[src/rtl/i2cm_pkg.sv]
package i2cm_pkg;
  localparam int REG_W      = 32;
  localparam int CMD_W      = 16;
  localparam int STAT_W     = 15;
  localparam int BYTE_W     = 8;
  localparam int ADDR_W     = 2;
  localparam int STATE_W    = 4;
  localparam int BUF_SHIFT  = 8;

  localparam int RXDONE_BIT = 2;
  localparam int CMD_START  = 0;
  localparam int CMD_RX     = 3;
  localparam int CMD_RXLAST = 4;
  localparam int CMD_STOP   = 5;

  localparam logic [ADDR_W-1:0] A_CMD  = 2'd0;
  localparam logic [ADDR_W-1:0] A_STAT = 2'd1;
  localparam logic [ADDR_W-1:0] A_EN   = 2'd2;
  localparam logic [ADDR_W-1:0] A_BUF  = 2'd3;

  localparam logic [STATE_W-1:0] ST_IDLE   = 4'd0;
  localparam logic [STATE_W-1:0] ST_ACTIVE = 4'd1;
  localparam logic [STATE_W-1:0] ST_RXDATA = 4'd2;

  typedef struct packed {
    logic rxBusy;
    logic rxFinish;
  } rxStrobe_t;
endpackage

[src/rtl/i2cm_rx_ctrl.sv]
module i2cm_rx_ctrl
  import i2cm_pkg::*;
(
  input  logic      clk,
  input  logic      rstN,
  input  logic      rxPending,
  input  logic      rxHold,
  input  logic      rxReady,
  output rxStrobe_t strb
);
  logic busyQ;

  always_ff @(posedge clk or negedge rstN) begin
    if (!rstN) begin
      busyQ <= 1'b0;
    end else if (!busyQ) begin
      if (rxPending && !rxHold) busyQ <= 1'b1;
    end else if (rxReady) begin
      busyQ <= 1'b0;
    end
  end

  always_comb begin
    strb.rxBusy   = busyQ;
    strb.rxFinish = busyQ && rxReady;
  end
endmodule

[src/rtl/i2cm_rx_regs.sv]
module i2cm_rx_regs
  import i2cm_pkg::*;
#(
  parameter int RW = REG_W,
  parameter int CW = CMD_W,
  parameter int SW = STAT_W,
  parameter int BW = BYTE_W
) (
  input  logic              clk,
  input  logic              rstN,
  input  logic              wrEn,
  input  logic [ADDR_W-1:0] addr,
  input  logic [RW-1:0]     wrData,
  input  logic [SW-1:0]     hwEvent,
  input  logic [BW-1:0]     rxData,
  input  logic              rxError,
  input  rxStrobe_t         strb,
  output logic [RW-1:0]     rdData,
  output logic [SW-1:0]     statusQ,
  output logic [SW-1:0]     enableQ,
  output logic [CW-1:0]     cmdQ,
  output logic              summaryQ,
  output logic              rxPending,
  output logic              rxHold,
  output logic              rxNack
);
  localparam int PAD_CMD = RW - CW - STATE_W;
  localparam int PAD_BUF = RW - BW - BUF_SHIFT;

  logic              activeQ;
  logic [BW-1:0]     byteQ;
  logic [SW-1:0]     statusD;
  logic [SW-1:0]     setMask;
  logic [SW-1:0]     clrMask;
  logic              cmdWr, statWr, enWr;
  logic [STATE_W-1:0] stateField;
  logic [RW-CW-1:0]  unusedHighBits;

  assign unusedHighBits = wrData[RW-1:CW];
  assign cmdWr  = wrEn && (addr == A_CMD);
  assign statWr = wrEn && (addr == A_STAT);
  assign enWr   = wrEn && (addr == A_EN);

  always_comb begin
    setMask = hwEvent;
    setMask[RXDONE_BIT] = hwEvent[RXDONE_BIT] | (strb.rxFinish & ~rxError);
    clrMask = statWr ? wrData[SW-1:0] : '0;
  end

  for (genvar i = 0; i < SW; i++) begin : g_stat
    if (i == RXDONE_BIT) begin : g_hold
      assign statusD[i] = setMask[i] | (statusQ[i] & ~clrMask[i]);
    end else begin : g_plain
      assign statusD[i] = setMask[i] | (statusQ[i] & ~clrMask[i] & ~cmdWr);
    end
  end

  always_ff @(posedge clk or negedge rstN) begin
    if (!rstN) begin
      statusQ  <= '0;
      enableQ  <= '0;
      cmdQ     <= '0;
      activeQ  <= 1'b0;
      byteQ    <= '0;
      summaryQ <= 1'b0;
    end else begin
      statusQ <= statusD;
      if (enWr) enableQ <= wrData[SW-1:0];
      if (cmdWr) begin
        cmdQ <= wrData[CW-1:0];
        if (wrData[CMD_STOP])       activeQ <= 1'b0;
        else if (wrData[CMD_START]) activeQ <= 1'b1;
      end else if (strb.rxFinish) begin
        cmdQ[CMD_RX]     <= 1'b0;
        cmdQ[CMD_RXLAST] <= 1'b0;
      end
      if (strb.rxFinish) byteQ <= rxError ? '1 : rxData;
      if (|setMask)                      summaryQ <= 1'b1;
      else if (statWr && statusD == '0)  summaryQ <= 1'b0;
    end
  end

  always_comb begin
    if (strb.rxBusy)  stateField = ST_RXDATA;
    else if (activeQ) stateField = ST_ACTIVE;
    else              stateField = ST_IDLE;
  end

  assign rxPending = cmdQ[CMD_RX] | cmdQ[CMD_RXLAST];
  assign rxHold    = statusQ[RXDONE_BIT];
  assign rxNack    = strb.rxBusy & cmdQ[CMD_RXLAST];

  always_comb begin
    case (addr)
      A_CMD:   rdData = {{PAD_CMD{1'b0}}, stateField, cmdQ};
      A_STAT:  rdData = {{(RW-SW){1'b0}}, statusQ};
      A_EN:    rdData = {{(RW-SW){1'b0}}, enableQ};
      default: rdData = {{PAD_BUF{1'b0}}, byteQ, {BUF_SHIFT{1'b0}}};
    endcase
  end
endmodule

[src/rtl/i2cm_rxhold_top.sv]
module i2cm_rxhold_top
  import i2cm_pkg::*;
#(
  parameter int RW = REG_W,
  parameter int SW = STAT_W,
  parameter int BW = BYTE_W
) (
  input  logic              clk,
  input  logic              rstN,
  input  logic              regWrEn,
  input  logic [ADDR_W-1:0] regAddr,
  input  logic [RW-1:0]     regWrData,
  output logic [RW-1:0]     regRdData,
  input  logic [SW-1:0]     hwEvent,
  output logic              rxReq,
  output logic              rxNack,
  input  logic              rxReady,
  input  logic [BW-1:0]     rxData,
  input  logic              rxError,
  output logic              irqOut,
  output logic              chanSummary
);
  rxStrobe_t        strb;
  logic [SW-1:0]    statusQ, enableQ;
  logic [CMD_W-1:0] cmdQ;
  logic             rxPending, rxHold;

  i2cm_rx_ctrl u_ctrl (
    .clk(clk), .rstN(rstN), .rxPending(rxPending), .rxHold(rxHold),
    .rxReady(rxReady), .strb(strb)
  );

  i2cm_rx_regs #(.RW(RW), .CW(CMD_W), .SW(SW), .BW(BW)) u_regs (
    .clk(clk), .rstN(rstN), .wrEn(regWrEn), .addr(regAddr), .wrData(regWrData),
    .hwEvent(hwEvent), .rxData(rxData), .rxError(rxError), .strb(strb),
    .rdData(regRdData), .statusQ(statusQ), .enableQ(enableQ), .cmdQ(cmdQ),
    .summaryQ(chanSummary), .rxPending(rxPending), .rxHold(rxHold), .rxNack(rxNack)
  );

  assign rxReq  = strb.rxBusy;
  assign irqOut = |(statusQ & enableQ);
endmodule

[config.mk]
export PLATFORM = sky130hd
export DESIGN_NAME = i2cm_rxhold_top
export DESIGN_NICKNAME = d
export VERILOG_FILES = /design/src/rtl/i2cm_pkg.sv /design/src/rtl/i2cm_rx_ctrl.sv /design/src/rtl/i2cm_rx_regs.sv /design/src/rtl/i2cm_rxhold_top.sv
export SDC_FILE = /design/constraint.sdc
export NUM_CORES = 1
export LEC_CHECK = 0
export ABC_CLOCK_PERIOD_IN_PS = 4010
export CAP_MARGIN = 20
export CORE_ASPECT_RATIO = 1.25
export CORE_MARGIN = 2
export CORE_UTILIZATION = 49
export CTS_CLUSTER_DIAMETER = 30
export DETAILED_ROUTE_END_ITERATION = 6
export PLACE_DENSITY_LB_ADDON = 0.15
export REMOVE_ABC_BUFFERS = 1
export SYNTH_ARGS = -nofsm -noshare
export SYNTH_HDL_FRONTEND = slang
export SYNTH_SLANG_ARGS = --single-unit
[constraint.sdc]
create_clock -name clk -period 4.01 [get_ports clk]
set_clock_uncertainty 0.15 [all_clocks]
set_input_delay 0.401 -clock clk [delete_from_list [all_inputs] [get_ports clk]]
set_output_delay 0.401 -clock clk [all_outputs]
set_load 0.02 [all_outputs]
After elaboration in Yosys (flattened, before gate mapping)
Index checks and enable logic that the tools add are counted.
{"block": "op_classes", "div_mod_pow": 0, "eq_ne": 2, "mux": 14, "n_bitwise": 66, "multipliers": 0, "magnitude_cmp": 0, "addsub": 0, "shifts": 0, "reduce_logical": 15}
{"operator": "$pmux 20 s3", "count": 1}
{"operator": "$and 1x1->1", "count": 31}
{"operator": "$reduce_or 15->1", "count": 2}
{"operator": "$not 1->1", "count": 17}
{"operator": "$or 1x1->1", "count": 17}
{"operator": "$and 15x15->15", "count": 1}
{"operator": "$logic_not 15->1", "count": 1}
{"operator": "$mux 15", "count": 1}
{"operator": "$mux 1", "count": 8}
{"operator": "$mux 8", "count": 1}
{"operator": "$logic_and 1x1->1", "count": 6}
{"operator": "$reduce_bool 2->1", "count": 3}
{"operator": "$mux 2", "count": 2}
{"operator": "$mux 4", "count": 1}
{"operator": "$eq 2x1->1 const B", "count": 1}
{"operator": "$eq 2x2->1 const B", "count": 1}
{"operator": "$logic_not 2->1", "count": 1}
{"operator": "$reduce_and 2->1", "count": 1}
{"operator": "$logic_not 1->1", "count": 1}
{"block": "totals", "latchBits": 0, "output_inout_bits": 36, "mem_bits_ro": 0, "regBits": 57, "memories": 0, "elab_cells": 105, "mem_bits_rw": 0}

Logic depth before layout (Yosys ltp)
Gate-level depths: netlist (run 1).
{"block": "depth", "ltp_word": 11, "ltp_mapped": 7, "ltp_nobuf": 6}

Modules after synthesis
From an unflattened synthesis (run 1), not the netlist that was laid out.
{"block": "unflattened", "cells_unflattened": 253, "area_unflattened_um2": 2927.8}
{"module": "i2cm_rx_regs", "area_each_um2": 2795.2, "instances": 1, "cells_per_inst": 239}
{"module": "i2cm_rxhold_top", "area_each_um2": 70.1, "instances": 1, "cells_per_inst": 9}
{"module": "i2cm_rx_ctrl", "area_each_um2": 62.6, "instances": 1, "cells_per_inst": 5}

Worst setup path before layout (run 1)
OpenSTA, ideal clock, no wires.
{"block": "synth_path", "path_kind": "input -> output", "from": "input regAddr[1]", "to": "output regRdData[16]", "stages": 3, "arrival_ps": 1656, "path_slack_ps": 1803, "required_time_ps": 3459, "path_cell_list": "buf_2 -> buf_1 -> nor4b_1"}
{"block": "synth_between", "elab_chain_cells": 2}
{"element": "start: declaration", "line_no": "i2cm_rxhold_top.sv:11", "text": "input logic [ADDR_W-1:0] regAddr,"}
{"element": "$eq 2x2->1, or another cell as far along", "line_no": "i2cm_rx_regs.sv:94", "text": "case (addr)"}
{"element": "$pmux 20 s3 *", "line_no": "i2cm_rx_regs.sv:94"}
{"element": "end: declaration", "line_no": "i2cm_rxhold_top.sv:13", "text": "output logic [RW-1:0] regRdData,"}
Mark *: on every way between the ends. The rest lies on a longest branch, timed or not.

Worst setup path in the final report (run 1)
{"block": "layout_path", "from": "input regAddr[0]", "to": "output regRdData[1]"}
Same word-level chain as after synthesis.

==> flow_summary.ini, run 1 <==
[timing]
setup_viol = 0
maxSlewViolCount = 0
maxSlewHeadroom_pct = 40.1
timing.final.crit_share_pct = 77.5
tns_ns = 0
fin_hold_ws_ns = 0.0364
rsz0062_at_grt = no
hold_viol = 0
fin_crit_ns = 3.11
timing.fmax_mhz = 322
worst_pin_slew_ns = 0.899

[floorplanning]
dieArea_um2 = 6300
die_w_um = 71.4
io_pins = 98
core_area_um2 = 5440
rows = 30
initial_core_util_pct = 51.1
die_h_um = 88.2

[global_routing]
antenna_found_initial = 0
grt_pass1_wl_um = 11200
use_met2_pct = 39.1
grt_pass1_vias = 2202
met1_usage_pct = 30.3
gr-max-usage-layer = met2
grt_max_degree = 41
gr-usage-met3_pct = 5.13
track_usage_pct = 23.7
grt-ovfl-total = 0

[yosys]
ys_warn_count = 0
ys_seq_elements = 57
avgSynthCellArea_um2 = 11.5
yosysSeqAreaShare_pct = 51.3
synth_top_area_cell = dfrtp_1
synth_top_area_share_pct = 51.3
netlist_area_um2 = 2780
async_flop_share_pct = 100
ys_top_cells_by_count = dfrtp_1 (57), mux2_2 (29), o21ai_0 (26)
ys_types = 31
yosysMostFrequentCell = dfrtp_1
ys_top_cells_by_area = dfrtp_1 (51%), mux2_2 (12%), mux4_2 (5.7%)
synthCells = 242
synth_edf_count = 0
synthFlopType = dfrtp_1

[cts]
cts-root-buf = clkbuf_8
cts_sinks = 57
post_cts_buffers = 0
holdBufCountCts = 0
clk_pin_slew_worst_paths_ns = 0.06
cts-htree-levels = 3
clk_latency_ns = 0.33
clock_path_buffers = 2
cts_buffers = 9
cts_tree = done
cts_resized = 0

[detailed_routing]
first_iter_violations = 185
first_pass_iters = 4
ant_nets = 0
drc = 0
vias = 2188
routed_wl_um = 6970
routedWlPerCell_um = 18.2
viasPerCell = 5.70

[pwr]
power_mw = 1.68
vdd_drop_max_uv = 258
power_density_nw_per_um2 = 459
p_leak_nw = 1.53

[worst_setup_path]
arrival_ns = 2.56
crit_fanout = 16
setup.worst_path.end_class = output pin
rrSetupSlack_ns = 1.49
required_ns = 3.46
startpoint_type = primary input
critical_path_class = primary input to output pin

[run_status]
status = completed

[job]
maxCapViolations = 0

[layout]
antenna_cells = 0
areaGrowthSynthToFinish_pct = 31.8
nNetsFinal = 377
fin_util_pct = 67.4
drive_above_1_share_pct = 19.1

[placement]
place_congestion = 0.845
place_hpwl_um = 5030
port_buffers = 67

[min_path]
min_path_type = primary input to asynchronous set/reset pin
flip-flops by register name, indices dropped and copies added (netlist names):
signal	cells
u_ctrl.busyQ	1
u_regs.activeQ	1
u_regs.byteQ	8
u_regs.cmdQ	16
u_regs.enableQ	15
u_regs.statusQ	15
u_regs.summaryQ	1
per-stage QoR:
stage                     cells  worst slack, ns  area [um^2]
after CTS                   384            0.903         3670
after floorplan             230             1.83         2670
after global routing        384            0.733         3670
after global placement      368            0.938         3470
after detailed placement    368            0.920         3470
final                       384            0.902         3670
layout by cell type (no fill, tap or decap), drive strengths merged, types with 4 or more instances in the layout:
cell           count
clkdlybuf4s50     66
dfrtp             57
o21ai             32
mux2              29
nand2             24
a21o              14
conb              14
nor2              12
clkbuf            10
mux2i              9
buf                8
mux4               7
nor4               7
a22oi              4
clkinv             4
kinds of logic (layout without fill, tap and decap cells):
logic type	after synthesis	count (layout)	share of synthesized area, %
AO/OA/AOI/OAI	58	58	13.0
buffers and inverters	26	91	5.80
flip-flops	57	57	51.3
multiplexers	45	45	20.6
other	1	14	0.135
AND/OR/NAND/NOR	55	55	9.18
area by class of cell:
cell class	count	area [um^2]
fill	429	1780
sequential	57	1430
multi-input combinational	172	1240
timing repair buffer	74	718
clock buffer	10	138
tap	64	80.1
clock inverter	6	57.6
inverter	1	3.75
power by group:
group          leakage (nW)  switching, mW  total [mW]  internal, mW
Clock                 0.102          0.225       0.523         0.299
Combinational         0.782          0.185       0.403         0.218
Sequential            0.645         0.0706       0.758         0.687
final timing paths:
kind                                             start                     endpoint  cells after the start
min reg2reg                u_regs.byteQ[0]$_DFFE_PN0N_  u_regs.byteQ[0]$_DFFE_PN0N_                      2
max reg2reg                     u_ctrl.busyQ$_DFF_PN0_  u_regs.summaryQ$_DFFE_PN0P_                      6
min                                               rstN   u_regs.cmdQ[4]$_DFFE_PN0P_                      1
max                                         regAddr[0]                 regRdData[1]                      7
min in group clk           u_regs.byteQ[0]$_DFFE_PN0N_  u_regs.byteQ[0]$_DFFE_PN0N_                      2
max in group asynchronous                         rstN   u_regs.cmdQ[0]$_DFFE_PN0P_                      2
per-layer routing:
metal  wire length, um  vias to the layer above  part of all wire, %
met5                 0                        -                    0
met4               143                        0                  2.1
met3               373                       13                  5.3
met2              3530                       81                   51
met1              2930                     1086                   42
li1                  -                     1008                    -
critical path: stages:
cell and delay (ns):
clkdlybuf4s50_1 0.48, inv_1 0.05, buf_4 0.19, nor2_1 0.54, nand2_1 0.11, o21ai_0 0.13
clkdlybuf4s50_1 0.65
Power figures use the tool's default switching activity.
==> run 2, diff against run 1 <==
--- a/config.mk
+++ b/config.mk
@@ -5,11 +5,11 @@
 export SDC_FILE = /design/constraint.sdc
 export NUM_CORES = 1
 export LEC_CHECK = 0
-export ABC_CLOCK_PERIOD_IN_PS = 4010
+export ABC_CLOCK_PERIOD_IN_PS = 2700
 export CAP_MARGIN = 20
 export CORE_ASPECT_RATIO = 1.25
 export CORE_MARGIN = 2
-export CORE_UTILIZATION = 49
+export CORE_UTILIZATION = 41
 export CTS_CLUSTER_DIAMETER = 30
 export DETAILED_ROUTE_END_ITERATION = 6
 export PLACE_DENSITY_LB_ADDON = 0.15
==> constraint.sdc (replaced) <==
create_clock -name clk -period 2.7 [get_ports clk]
set_clock_uncertainty 0.15 [all_clocks]
set_input_delay 0.27 -clock clk [delete_from_list [all_inputs] [get_ports clk]]
set_output_delay 0.27 -clock clk [all_outputs]
set_load 0.02 [all_outputs]
==> flow_summary.ini, run 2 (same netlist as run 1, synthesis figures left out) <==
[floorplanning]
initial_core_util_pct = 42.4
dieArea_um2 = 7460
rows = 33
die_w_um = 77.7
die_h_um = 96.1
io_pins = 98
core_area_um2 = 6570

[global_routing]
track_usage_pct = 21.6
grt_max_degree = 58
antenna_found_initial = 0
grt-ovfl-total = 0
grt_pass1_wl_um = 11900
grt_pass1_vias = 2261

[detailed_routing]
routedWlPerCell_um = 17.8
first_pass_iters = 4
vias = 2187
viasPerCell = 5.24
first_iter_violations = 95
ant_nets = 0
drc = 0
routed_wl_um = 7410

[layout]
final_common_cell = clkdlybuf4s50_1
layout_common_cells = clkdlybuf4s50_1 (65), dfrtp_1 (57), mux2_2 (29)
areaGrowthSynthToFinish_pct = 35.8
regMostFlops = u_regs.cmdQ
nNetsFinal = 387
largest_reg_flops = 16
antenna_cells = 0
top_regs = u_regs.cmdQ x16, u_regs.enableQ x15, u_regs.statusQ x15
drive_above_1_share_pct = 20.3

[min_path]
min-delay-start = u_regs.byteQ[0]$_DFFE_PN0N_
whs_endpoint = u_regs.byteQ[0]$_DFFE_PN0N_
min_path_type = flop to flop
min_path_cells = 2

[worst_setup_path]
timing.rr.end = u_regs.summaryQ$_DFFE_PN0P_
required_ns = 2.28
crit_fanout = 17
slowest_delay_ns = 0.56
crit_buf_inv = 3
reg2regPathDepth = 6
arrival_ns = 2.16
rrSetupSlack_ns = 0.63
crit_family = buffers and inverters
crit_chain = clkdlybuf4s50_1 > buf_6 > mux4_2 > clkdlybuf4s50_1
worst_path_most_repeated_cell = clkdlybuf4s50_1
setup.worst_path.end_class = output pin
cp_slowest_cell = clkdlybuf4s50_1
critical_path_class = primary input to output pin
startpoint_type = primary input
crit-reg2reg-launch = u_ctrl.busyQ$_DFF_PN0_

[cts]
clock_path_buffers = 2
clk_pin_slew_worst_paths_ns = 0.06
cts_tree = done
cts_sinks = 57
cts-htree-levels = 3
clk_latency_ns = 0.34
cts_buffers = 9
post_cts_buffers = 0
cts-root-buf = clkbuf_8

[timing]
timing.fmax_mhz = 388
maxSlewViolCount = 0
fin_crit_ns = 2.58
worst_pin_slew_ns = 0.737
timing.final.crit_share_pct = 95.5
hold_viol = 0
fin_hold_ws_ns = 0.331
setup_viol = 0
maxSlewHeadroom_pct = 50.9
rsz0062_at_grt = no
tns_ns = 0

[run_status]
status = completed

[placement]
port_buffers = 67
place_congestion = 0.844
place_hpwl_um = 5400

[pwr]
vdd_drop_max_uv = 312
power_density_nw_per_um2 = 636
p_leak_nw = 1.58
power_mw = 2.40

[job]
maxCapViolations = 0
==> run 2: how the worst max path moves through the flow <==
stage | from | end | slack, ns | cells past startpoint
after floorplan | u_ctrl.busyQ$_DFF_PN0_ | u_regs.summaryQ$_DFFE_PN0P_ | 0.52 | 6
after CTS | regAddr[1] | regRdData[14] | 0.04 | 4
after detailed placement | regAddr[1] | regRdData[14] | 0.05 | 4
after global placement | regAddr[1] | regRdData[14] | 0.05 | 4
after global routing | regAddr[0] | regRdData[2] | 0.01 | 8
final | regAddr[1] | regRdData[14] | 0.12 | 4
==> run 2: final cells by class <==
cell class / count / area, um^2
Sequential cell: 57 / 1430
Fill cell: 576 / 2790
Clock inverter: 4 / 20.0
Clock buffer: 12 / 135
Multi-Input combinational cell: 172 / 1240
Tap cell: 87 / 109
Timing Repair Buffer: 84 / 840
Inverter: 1 / 3.75
==> run 2: per-stage QoR <==
stage / utilization [%] / setup WS (ns) / cells / cell area [um^2]
3_5_place_dp: 54.9 / 0.0503 / 400 / 3600
6_report: 57.5 / 0.123 / 417 / 3780
2_1_floorplan: - / 0.520 / 230 / 2670
4_1_cts: 57.4 / 0.0364 / 417 / 3770
5_1_grt: 57.5 / 0.0118 / 417 / 3780
3_3_place_gp: 54.9 / 0.0504 / 400 / 3600
==> run 2: where the power goes <==
part,switching (mW),leakage [nW],total (mW),internal [mW]
Clock,0.333,0.0839,0.660,0.327
Combinational,0.279,0.853,0.617,0.338
Sequential,0.104,0.645,1.12,1.02
==> run 2: per-layer routing <==
metal  vias to the layer above  wire length, um  GRT usage (%)
li1                       1020                -              -
met1                      1079             3270           27.8
met2                        77             3640           35.8
met3                        11              349           3.28
met4                         0              152           10.7
met5                         -                0              0
==> run 2: what timing repair did <==
item,CTS,global route
resized for setup,0,2
endpoints found under the setup margin,0,2
hold endpoints to repair,57,0
hold buffers,1,0
==> run 2: worst reg2reg max path: stages, from the launching register on <==
cell      delay (ns)
dfrtp_1         0.45
nand2_1         0.14
nor2_1          0.08
a211o_1         0.29
nor4_1          0.28
nand4_1         0.13
a2111o_1        0.42
